### src/rtl/psr_pkg.sv
package psr_pkg;
  localparam int PSR_W   = 32;
  localparam int MODE_W  = 5;
  localparam int BANK_W  = 3;

  localparam logic [PSR_W-1:0] FLAG_MASK  = 32'hF000_0000;
  localparam logic [PSR_W-1:0] CTRL_MASK  = 32'h0000_00DF;
  localparam logic [PSR_W-1:0] KEEP26     = 32'hF000_00C3;
  localparam logic [PSR_W-1:0] RESET_VAL  = 32'h0000_00D3;
  localparam logic [3:0]       FULL_MASK  = 4'b1001;

  localparam int FLAG_N_POS = 31;
  localparam int FLAG_Z_POS = 30;
  localparam int FLAG_C_POS = 29;
  localparam int FLAG_V_POS = 28;
  localparam int IRQ_POS    = 7;
  localparam int FIQ_POS    = 6;

  typedef enum logic [BANK_W-1:0] {
    BK_USR = 3'd0,
    BK_FIQ = 3'd1,
    BK_IRQ = 3'd2,
    BK_SVC = 3'd3,
    BK_ABT = 3'd4,
    BK_UND = 3'd5,
    BK_SYS = 3'd6,
    BK_BAD = 3'd7
  } bank_e;
endpackage

### src/rtl/psr_bank_decode.sv
module psr_bank_decode
  import psr_pkg::*;
(
  input  logic [MODE_W-1:0] mode,
  output bank_e             bank,
  output logic              has_saved,
  output logic              is_user
);
  always_comb begin
    case (mode)
      5'h00, 5'h10: bank = BK_USR;
      5'h01, 5'h11: bank = BK_FIQ;
      5'h02, 5'h12: bank = BK_IRQ;
      5'h03, 5'h13: bank = BK_SVC;
      5'h17:        bank = BK_ABT;
      5'h1B:        bank = BK_UND;
      5'h1F:        bank = BK_SYS;
      default:      bank = BK_BAD;
    endcase
  end

  always_comb begin
    has_saved = (bank == BK_FIQ) || (bank == BK_IRQ) || (bank == BK_SVC) ||
                (bank == BK_ABT) || (bank == BK_UND);
    is_user   = (bank == BK_USR);
  end
endmodule

### src/rtl/psr_field_merge.sv
module psr_field_merge
  import psr_pkg::*;
(
  input  logic [PSR_W-1:0] old_val,
  input  logic [PSR_W-1:0] new_val,
  input  logic [3:0]       mask,
  input  logic             privileged,
  output logic [PSR_W-1:0] merged
);
  logic [PSR_W-1:0] sel;

  always_comb begin
    sel = '0;
    if (privileged) begin
      if (mask == FULL_MASK)  sel = '1;
      else if (mask[0])       sel = CTRL_MASK;
      else if (mask[3])       sel = FLAG_MASK;
    end else if (mask[3]) begin
      sel = FLAG_MASK;
    end
    merged = (new_val & sel) | (old_val & ~sel);
  end
endmodule

### src/rtl/psr_saved_store.sv
module psr_saved_store
  import psr_pkg::*;
#(
  parameter int WIDTH  = PSR_W,
  parameter int ADDR_W = BANK_W
) (
  input  logic              clk,
  input  logic              rst,
  input  logic              we,
  input  logic [ADDR_W-1:0] addr,
  input  logic [WIDTH-1:0]  wdata,
  output logic [WIDTH-1:0]  rdata
);
  localparam int DEPTH = 1 << ADDR_W;

  logic [WIDTH-1:0] mem [DEPTH];

  for (genvar g = 0; g < DEPTH; g++) begin : g_entry
    always_ff @(posedge clk) begin
      if (rst)
        mem[g] <= '0;
      else if (we && (addr == ADDR_W'(g)))
        mem[g] <= wdata;
    end
  end

  assign rdata = mem[addr];
endmodule

### src/rtl/psr_writer.sv
module psr_writer
  import psr_pkg::*;
(
  input  logic        clk,
  input  logic        rst,
  input  logic        wr_en,
  input  logic        wr_saved,
  input  logic [3:0]  fld_mask,
  input  logic [31:0] wr_data,
  input  logic        mode32,
  output logic [31:0] cur_psr,
  output logic [31:0] saved_view,
  output logic        flag_n,
  output logic        flag_z,
  output logic        flag_c,
  output logic        flag_v,
  output logic        irq_dis,
  output logic        fiq_dis,
  output logic [4:0]  mode_field,
  output logic [2:0]  bank_id,
  output logic        mode_chg
);
  logic [PSR_W-1:0] cur_q;
  logic             chg_q;
  bank_e            bank;
  logic             has_saved;
  logic             is_user;
  logic [PSR_W-1:0] cur_merged;
  logic [PSR_W-1:0] cur_next;
  logic [PSR_W-1:0] sav_rd;
  logic [PSR_W-1:0] sav_merged;
  logic             cur_we;
  logic             sav_we;

  psr_bank_decode u_dec (
    .mode      (cur_q[MODE_W-1:0]),
    .bank      (bank),
    .has_saved (has_saved),
    .is_user   (is_user)
  );

  psr_field_merge u_cur_merge (
    .old_val    (cur_q),
    .new_val    (wr_data),
    .mask       (fld_mask),
    .privileged (!is_user),
    .merged     (cur_merged)
  );

  psr_field_merge u_sav_merge (
    .old_val    (sav_rd),
    .new_val    (wr_data),
    .mask       (fld_mask),
    .privileged (1'b1),
    .merged     (sav_merged)
  );

  psr_saved_store #(.WIDTH(PSR_W), .ADDR_W(BANK_W)) u_store (
    .clk   (clk),
    .rst   (rst),
    .we    (sav_we),
    .addr  (bank),
    .wdata (sav_merged),
    .rdata (sav_rd)
  );

  assign cur_we   = wr_en && !wr_saved;
  assign sav_we   = wr_en && wr_saved && has_saved;
  assign cur_next = mode32 ? cur_merged : (cur_merged & KEEP26);

  always_ff @(posedge clk) begin
    if (rst) begin
      cur_q <= mode32 ? RESET_VAL : (RESET_VAL & KEEP26);
      chg_q <= 1'b0;
    end else begin
      chg_q <= cur_we && (cur_next[MODE_W-1:0] != cur_q[MODE_W-1:0]);
      if (cur_we)
        cur_q <= cur_next;
    end
  end

  assign cur_psr    = cur_q;
  assign saved_view = has_saved ? sav_rd : cur_q;
  assign flag_n     = cur_q[FLAG_N_POS];
  assign flag_z     = cur_q[FLAG_Z_POS];
  assign flag_c     = cur_q[FLAG_C_POS];
  assign flag_v     = cur_q[FLAG_V_POS];
  assign irq_dis    = cur_q[IRQ_POS];
  assign fiq_dis    = cur_q[FIQ_POS];
  assign mode_field = cur_q[MODE_W-1:0];
  assign bank_id    = bank;
  assign mode_chg   = chg_q;
endmodule

### config.mk
export PLATFORM = sky130hd
export DESIGN_NAME = psr_writer
export DESIGN_NICKNAME = d
export VERILOG_FILES = /design/src/rtl/psr_pkg.sv /design/src/rtl/psr_bank_decode.sv /design/src/rtl/psr_field_merge.sv /design/src/rtl/psr_saved_store.sv /design/src/rtl/psr_writer.sv
export SDC_FILE = /design/constraint.sdc
export NUM_CORES = 1
export LEC_CHECK = 0
export BUFFER_PORTS_ARGS = -buffer_cell sky130_fd_sc_hd__buf_4
export CORE_ASPECT_RATIO = 0.9
export CORE_MARGIN = 5
export CORE_UTILIZATION = 30
export DETAILED_ROUTE_END_ITERATION = 10
export PLACE_DENSITY_LB_ADDON = 0.08
export SLEW_MARGIN = 20
export SYNTH_ARGS = -nofsm -noshare
export SYNTH_HDL_FRONTEND = slang
export SYNTH_SLANG_ARGS = --single-unit
### constraint.sdc
create_clock -name clk -period 3.85 [get_ports clk]
set_input_delay 0.1925 -clock clk [delete_from_list [all_inputs] [get_ports clk]]
set_output_delay 0.1925 -clock clk [all_outputs]
set_load 0.02 [all_outputs]
Word-level counts from Yosys, hierarchy flattened
Memory sizes are Yosys's and may differ from the RTL's. A register that Yosys moved wholly into a read port is not among the register bits.
Index checks and enable logic that the tools add are counted.
{"block": "totals", "ff_bits": 33, "latchBits": 0, "mem_bits_rw": 256, "romBits": 96, "inputBits": 41, "out_inout_bits": 79, "word_cells": 92, "mem_count": 2}
{"block": "op_classes", "add_sub_neg": 0, "n_mul": 0, "n_div": 0, "order_cmp": 0, "n_eq_ne": 9, "n_shift": 0, "mux": 44, "bitwise_logic": 16, "n_reduce_logical": 19}
{"name": "u_store.mem", "words": 8, "word_bits": 32, "read_ports": 1, "rd_ports_with_merged_regs": 0, "write_ports": 8, "line": "psr_saved_store.sv:16", "source": "logic [WIDTH-1:0] mem [DEPTH];"}
{"name": "(no name shown)", "words": 32, "word_bits": 3, "read_ports": 1, "rd_ports_with_merged_regs": 1, "write_ports": 0, "line": "psr_bank_decode.sv:10", "source": "case (mode)"}
{"op": "$mux 32", "n": 15}
{"op": "$and 32x32->32", "n": 4}
{"op": "$not 32->32", "n": 2}
{"op": "$or 32x32->32", "n": 2}
{"op": "$mux 28", "n": 1}
{"op": "$mux 1", "n": 26}
{"op": "$eq 3x3->1 const B", "n": 4}
{"op": "$logic_and 1x1->1", "n": 12}
{"op": "$mux 5", "n": 2}
{"op": "$or 1x1->1", "n": 8}
{"op": "$eq 3x2->1 const B", "n": 2}
{"op": "$ne 5x5->1", "n": 1}
{"op": "$eq 4x4->1 const B", "n": 1}
{"op": "$logic_or 1x1->1", "n": 4}
{"op": "$eq 3x1->1 const B", "n": 1}
{"op": "$logic_not 3->1", "n": 1}
{"op": "$reduce_bool 2->1", "n": 1}
{"op": "$logic_not 1->1", "n": 1}

Logic depth before layout (Yosys ltp)
Gate-level depths: netlist (run 1).
{"block": "logic_depth", "depth_word": 11, "mapped_depth": 8, "ltp_nobuf": 5}

Modules after synthesis
A second synthesis (run 1) with hierarchy kept.
{"block": "hier_totals", "cells_unflattened": 1017, "hier_area_um2": 14629.0}
{"module": "psr_saved_store", "n_inst": 1, "cells_each": 793, "area_per_inst_um2": 11651.2, "seq_area_each_um2": 7687.4}
{"module": "psr_writer", "n_inst": 1, "cells_each": 134, "area_per_inst_um2": 1874.3, "seq_area_each_um2": 980.9}
{"module": "psr_field_merge", "n_inst": 2, "cells_each": 38, "area_per_inst_um2": 500.5, "seq_area_each_um2": 0.0}
{"module": "psr_bank_decode", "n_inst": 1, "cells_each": 14, "area_per_inst_um2": 102.6, "seq_area_each_um2": 0.0}

Least setup slack after synthesis (run 1)
Ideal clock, no wire load.
{"block": "synth_timing", "kind": "register -> register", "start": "reg u_dec.bank[1] (netlist name)", "end": "mem u_store.mem[1][0] (netlist bit) (enable)", "setup_ps": 470, "arrival_ps": 3378, "required_time_ps": 3380, "path_slack_ps": 2, "path_stages_with_launch": 5, "path_buffers": 3, "synth_period_minus_slack_ps": 3848, "cell_sequence": "dfxtp_1 > buf_2 > buf_2 > buf_2 > o31ai_1"}
{"item": "end, declared", "line": "psr_saved_store.sv:16"}

Worst setup path after layout (run 1)
{"block": "layout_timing", "start": "reg u_dec.bank[1] (netlist name)", "end": "out saved_view[25]"}
{"block": "layout_between", "elab_chain_len": 6, "elab_cells_between_ends": 11, "cone_classes": "eq/ne: 5; mux: 1; reduce/logical: 4; memory: 1"}
{"item": "$eq 3x1->1 / $eq 3x2->1 (equally long branches)", "line": "psr_bank_decode.sv:23", "source": "has_saved = (bank == BK_FIQ) || (bank == BK_IRQ) || (bank == BK_SVC) ||"}
{"item": "$logic_or 1x1->1 (3 in series)", "line": "psr_bank_decode.sv:23"}
{"item": "$logic_or 1x1->1", "line": "psr_bank_decode.sv:24", "source": "(bank == BK_ABT) || (bank == BK_UND);"}
{"item": "$mux 32 *", "line": "psr_writer.sv:83", "source": "assign saved_view = has_saved ? sav_rd : cur_q;"}
{"item": "end, declared", "line": "psr_writer.sv:12", "source": "output logic [31:0] saved_view,"}
Mark *: on every way between the ends. The rest lies on a longest branch, timed or not.

==> summary.txt, run 1 <==
Worst setup path
  – Crit. End Element: output port
  – CP max FO: 45
  – CP top delay family: compound AO/OA/AOI/OAI gates
  – CP max stage cell: a21o_2
  – Crit path buffers/inverters: 1
  – Cell count along the critical path: 4
  – R2R depth: 6
  – Crit path largest cell delay: between 0.8 and 0.9 ns
  – Critical Path RT: 3.66 ns
  – Crit start category: flip-flop
  – Critical path arrival: approximately 3.1 ns
  – Critical path type: reg -> out
  – Critical path cell sequence: nor3_1 > a21o_2 > o21ai_0 > buf_4

Detailed routing
  – Router iterations before antenna repair: 5
  – Vias after detailed routing: approximately 7,800
  – Detail Route Antenna Nets: 0
  – 1st-iter DRT viols: 553
  – Vias per std cell: 4.577
  – Post-Route WL: 36.44 mm
  – Wirelength per Cell: 21.47 µm
  – DRC: 0

STA
  – Setup_tns: 0 ns
  – Worst Slack Setup Final: between 0.5 and 0.6 ns
  – Setup Viol. Count Final: 0
  – Final Hold Fails: 0
  – Highest clock rate: 306.9 MHz
  – Max-slew headroom: 0.2825
  – RSZ-0062 raised after global routing: no
  – Slew @ Worst Pin: ~1.1 ns
  – Tcrit/Tclk final: 0.8465
  – Min cycle time layout: 3.259 ns
  – Max Transition Viols Final: 0
  – Final Skew: 0.01032 ns

Die
  – Die area: 47,630 µm²
  – Top Ports: between 100 and 150
  – Die W: around 230 µm
  – Starting Density: 0.3027
  – Core Area: 42,970 µm²
  – Std cell rows: approximately 70
  – Chip height: 207.6 µm

Min path
  – WHS Path Cells: 3
  – Hold Crit Class: in -> reg

Global routing
  – Grt ovf: 0
  – Largest net degree at the start of global routing: 64
  – Vias in the first global route: about 8,200
  – Global Route Usage Sum: 0.1518
  – Initial antenna violation count: 2
  – Global-route wire length before repair: around 55 mm

Synth
  – Synth Flop Type: edfxtp_1
  – Mux contribution to synthesized area: 0.1385
  – Mapped Area: 13,010 µm²
  – Async S/R FF share, synth: 0
  – Post-Synth Adder-Cell Area: 0
  – Register area share after synthesis: 0.6710
  – Cell variety after synth: 41
  – EDFF count, synth: about 290
  – Post-synthesis instance total: between 900 and 1,000
  – Post-Synth Simple-Gate Area: 0.09936
  – Xor/xnor share of the synthesized area: 0.001347
  – Syn avg cell area: 14.22 µm²
  – Synthesis-stage register bit count: 292
  – Main combinational cell family by area after synthesis: multiplexers
  – Compound-Gate Fraction of Synth Area: 0.05704
  – YS warnings: 0

CTS
  – Longest Clk Path Bufs: 3
  – Clock sink total: 292
  – CTS tree: done
  – Htree depth: 2
  – Number of setup buffers added after CTS: 0
  – Num CTS Buffers: 35
  – Clk slew on worst S/H paths: 0.06 ns
  – Skew-Pair Late Insertion Delay: 0.51 ns
  – CTS root buf: clkbuf_16
  – Hold buffers post-CTS: 5
  – Number of gates resized after cts: 0

Layout
  – Synth-to-Final Area Change: 23.17%
  – N_diodes: 0
  – Util after Layout: 0.3729
  – Fraction of layout cells with a size suffix above 1: 0.2680
  – Commonest cells after routing, fill and taps aside: 288 x edfxtp_1, 162 x nor2_1, 138 x buf_4
  – Nets: 1,158
  – Most common cell after layout, fill and taps aside: edfxtp_1

Status
  – Status: finished clean

Placed design
  – Place WS: slightly above 1 ns
  – Routability Congestion: slightly above 0.7
  – Post-DP HPWL: 21.29 mm
  – IO buf count: 119

Job
  – Max Cap Viol: 0

Pwr
  – Peak supply drop: between 0.0002 and 0.00025 V
  – P per Cell Area: 524.9 nW/µm²
  – Leakage Power: 6.028 nW
worst paths after layout:
kind | startpoint | end | slack, ns
max | u_dec.bank[1]$_DFF_P_ | saved_view[25] | 0.59
min | wr_data[29] | cur_psr[29]$_SDFFCE_PP0N_ | 0.03
max reg2reg | u_dec.bank[0]$_DFF_P_ | u_store.mem[3][21]$_SDFFCE_PN0P_ | 1.15
min reg2reg | cur_psr[30]$_SDFFCE_PP0N_ | cur_psr[30]$_SDFFCE_PP0N_ | 0.67
stage by stage:
stage          power [mW]  hold slack (ns)  area [µm²]  instances
2_1_floorplan       4.675           0.3938       13370       1010
3_3_place_gp        5.193           0.5129       14830       1630
3_5_place_dp        5.196           0.5134       14830       1630
4_1_cts             8.546         0.006859       16020       1697
5_1_grt             8.778          0.02505       16020       1697
6_report            8.411          0.02535       16020       1697
where the power goes:
part | switching, mW | internal [mW] | total (mW)
Clock | 1.29 | 2.02 | 3.31
Sequential | 0.110 | 3.71 | 3.82
Combinational | 0.776 | 0.505 | 1.28
Total | 2.18 | 6.24 | 8.41
logic make-up (layout without fill, tap and decap cells):
group           after synthesis  in the layout
compound gates              115            115
xor+xnor                      2              2
buf+inv                      80            212
flops                       292            292
mux                         100            100
other cells                   1             96
simple gates                325            325
worst register-to-register path: cells and delay by family, from the launching register on:
kind | cells | cell delay [ns]
compound gates | 1 | 0.14
flops | 1 | 0.64
simple gates | 2 | 0.20
mux | 2 | 0.98
buf+inv | 1 | 0.46
Yosys cell counts, types with 3 or more instances:
master / count / area share
inv_1: 3 / 0.00087
or2_2: 3 / 0.0014
nand2_1: 130 / 0.038
edfxtp_1: 288 / 0.66
nand3_1: 8 / 0.0031
dfxtp_1: 4 / 0.0062
mux4_2: 64 / 0.11
nor3_1: 4 / 0.0015
buf_4: 13 / 0.0075
o21ai_0: 48 / 0.018
buf_2: 19 / 0.0073
nor2_1: 163 / 0.047
mux2i_1: 36 / 0.028
buf_6: 5 / 0.0043
a21oi_1: 26 / 0.010
nand2b_1: 3 / 0.0014
nor2_2: 6 / 0.0029
o21ai_2: 27 / 0.018
clkbuf_1: 37 / 0.011
state kept, by name, indices dropped and copies added (netlist names):
name,cells
u_dec.bank,3
u_store.mem,256
mode_chg,1
cur_psr,32
layout make-up:
class	instances	area, µm²
clock inverters	17	182.7
well taps	555	694.4
inverters	3	11.26
flip-flops and latches	292	8737
clock buffers	45	955.9
repair buffers	147	1166
fillers	4046	26950
multi-input cells	638	4275
per-layer routing:
metal,track usage,vias to the layer above,part of all wire
met2,0.2488,151,0.48
met4,0.03774,0,0.019
li1,-,3704,-
met5,0,-,0
met3,0.02284,49,0.039
met1,0.2137,3863,0.46
Note: power is estimated with default switching activity, not from simulation.
==> inputs of run 2 (changes only) <==
- clock period: 3.85 -> 3.4 ns (I/O delays scaled with it)
==> run 2 against run 1 <==
Against the previous run:
- wire length is 3.1% lower
- register-to-register slack worse by 0.45 ns
- largest power group unchanged
- sequential power is 14% higher
- largest cell class unchanged
- count of clock-buffer cells in the layout is 1 lower
- highest routed layer unchanged
- clock power is 7.6% higher
- non-clock buffer count is 19 higher
- first-iteration DRC count is 4.0% lower
- critical path type unchanged
- critical path depth is 1 higher
- global-route usage is 0.50 points lower
==> summary.txt, run 2 (synthesis results as in run 1) <==
STA
  – Final Skew: about 0.013 ns
  – Tcrit/Tclk final: 0.8766
  – Slew @ Worst Pin: 0.9795 ns
  – Setup Viol. Count Final: 0
  – RSZ-0062 raised after global routing: no
  – Setup_tns: 0 ns
  – Hold Slack: 0.03449 ns
  – Final Hold Fails: 0
  – Max-slew headroom: 0.3446
  – Highest clock rate: between 300 and 400 MHz
  – Min cycle time layout: 2.980 ns
  – Max Transition Viols Final: 0

Min path
  – Hold Crit Class: in -> reg

Layout
  – Reg with most FFs: u_store.mem
  – Max FFs per register: 256
  – Most common cell after layout, fill and taps aside: edfxtp_1
  – Fraction of layout cells with a size suffix above 1: 0.2640
  – Synth-to-Final Area Change: 24.27%
  – Fin area: 16,170 µm²
  – N_diodes: 0
  – Filler cell count: 4,068
  – Nets: 1,177
  – Commonest cells after routing, fill and taps aside: 288 x edfxtp_1, 162 x nor2_1, 141 x buf_4

Global routing
  – Global Route Usage Sum: 0.1469
  – Initial antenna violation count: 0
  – Vias in the first global route: 8,206
  – Global-route wire length before repair: 53.78 mm
  – Grt ovf: 0
  – Largest net degree at the start of global routing: 45

Pwr
  – Post-route total power: just over 9 mW
  – Combinational power share: 0.155
  – Flop pwr share: 0.464
  – Leakage Power: 6.080 nW
  – Peak supply drop: 0.0002819 V
  – P per Cell Area: 578.5 nW/µm²
  – Sw frac: 0.2596
  – Clock share of power: 0.381
  – Net Sw Power: between 2 and 2.5 mW
  – Cell internal pwr: a little under 7 mW

Detailed routing
  – Detail Route Antenna Nets: 0
  – Router iterations before antenna repair: 7
  – Vias per std cell: 4.523
  – Vias after detailed routing: 7,753
  – Post-Route WL: approximately 35 mm
  – 1st-iter DRT viols: between 500 and 600
  – DRC: 0
  – Wirelength per Cell: 20.59 µm

Worst setup path
  – Crit start category: flip-flop
  – Crit. End Element: output port
  – Critical path arrival: approximately 2.8 ns
  – CP max FO: 33
  – Critical path type: reg -> out
  – Critical Path RT: 3.23 ns

Status
  – Status: finished clean

CTS
  – Skew-Pair Late Insertion Delay: between 0.5 and 0.6 ns
  – Clock sink total: 292
  – Num CTS Buffers: 35
  – CTS tree: done
  – Longest Clk Path Bufs: 3
  – Htree depth: 2
  – Number of gates resized after cts: 0
  – CTS root buf: clkbuf_16
  – Clk slew on worst S/H paths: 0.06 ns

Die
  – Core Area: around 43,000 µm²
  – Chip height: 207.6 µm
  – Std cell rows: 72
  – Die area: about 48,000 µm²
  – Top Ports: 120
  – Starting Density: 0.3027
  – Die W: 229.5 µm

Job
  – Max Cap Viol: 0

Placed design
  – IO buf count: 119
  – DP Area: 14,900 µm²
  – Post-DP HPWL: ~21 mm
  – Routability Congestion: 0.6835
run 2: changes by cell type in the layout (fill, tap and decap cells not counted), moves of 2 or more:
cell / before / now
bufinv_16: 4 / 2
buf_4: 138 / 141
buf_12: 4 / 6
clkinv_2: 8 / 4
clkinv_1: 4 / 8
dlygate4sd3_1: 5 / 19
run 2: final cells by class:
type                    instances  area [µm²]  area share
flip-flops and latches        292        8737      0.5405
multi-input cells             638        4275      0.2645
well taps                     555       694.4     0.04296
clock inverters                16       126.4    0.007817
inverters                       3       11.26   0.0006966
repair buffers                166        1369     0.08467
clock buffers                  44       952.2     0.05890
run 2: per-layer routing:
metal,GRT usage,share of wire,vias up
li1,-,-,3725
met1,0.2041,0.46,3849
met2,0.2453,0.49,137
met3,0.02188,0.033,42
met4,0.03338,0.019,0
met5,0,0,-
run 2: final timing paths:
kind                                  start                          endpoint  slack, ns  cells after the start
setup / recovery      u_dec.bank[0]$_DFF_P_                     saved_view[7]       0.42                      5
hold / removal                  wr_data[16]         cur_psr[16]$_SDFFCE_PP0N_       0.03                      3
setup reg to reg      u_dec.bank[0]$_DFF_P_  u_store.mem[5][17]$_SDFFCE_PN0P_       0.70                      3
hold reg to reg   cur_psr[23]$_SDFFCE_PP0N_         cur_psr[23]$_SDFFCE_PP0N_       0.66                      2
run 2: power by group through the flow:
stage               logic (mW)  registers (mW)  clock network [mW]
global route              1.57            4.37                3.85
global placement          1.47            4.42                   0
detailed placement        1.47            4.42                   0
floorplan                0.921            4.37                   0
finish                    1.45            4.34                3.56
CTS                       1.49            4.35                3.68
run 2: critical path: stages (launching register included):
cell	delay (ns)
dfxtp_4	0.81
nor3_1	0.25
a21o_2	0.37
buf_12	0.22
o21ai_0	0.38
buf_4	0.22
run 2: repair_timing:
item	in CTS	in global routing
hold buffers	19	0
hold endpoints to repair	19	0
buffers inserted	0	0
run 2: through the flow:
stage | util | worst slack [ns] | cells
floorplan | - | 0.5370 | 1010
global placement | 0.3467 | 0.7055 | 1635
detailed placement | 0.3467 | 0.6444 | 1635
CTS | 0.3762 | 0.3498 | 1714
global route | 0.3762 | 0.2434 | 1714
finish | 0.3762 | 0.4195 | 1714
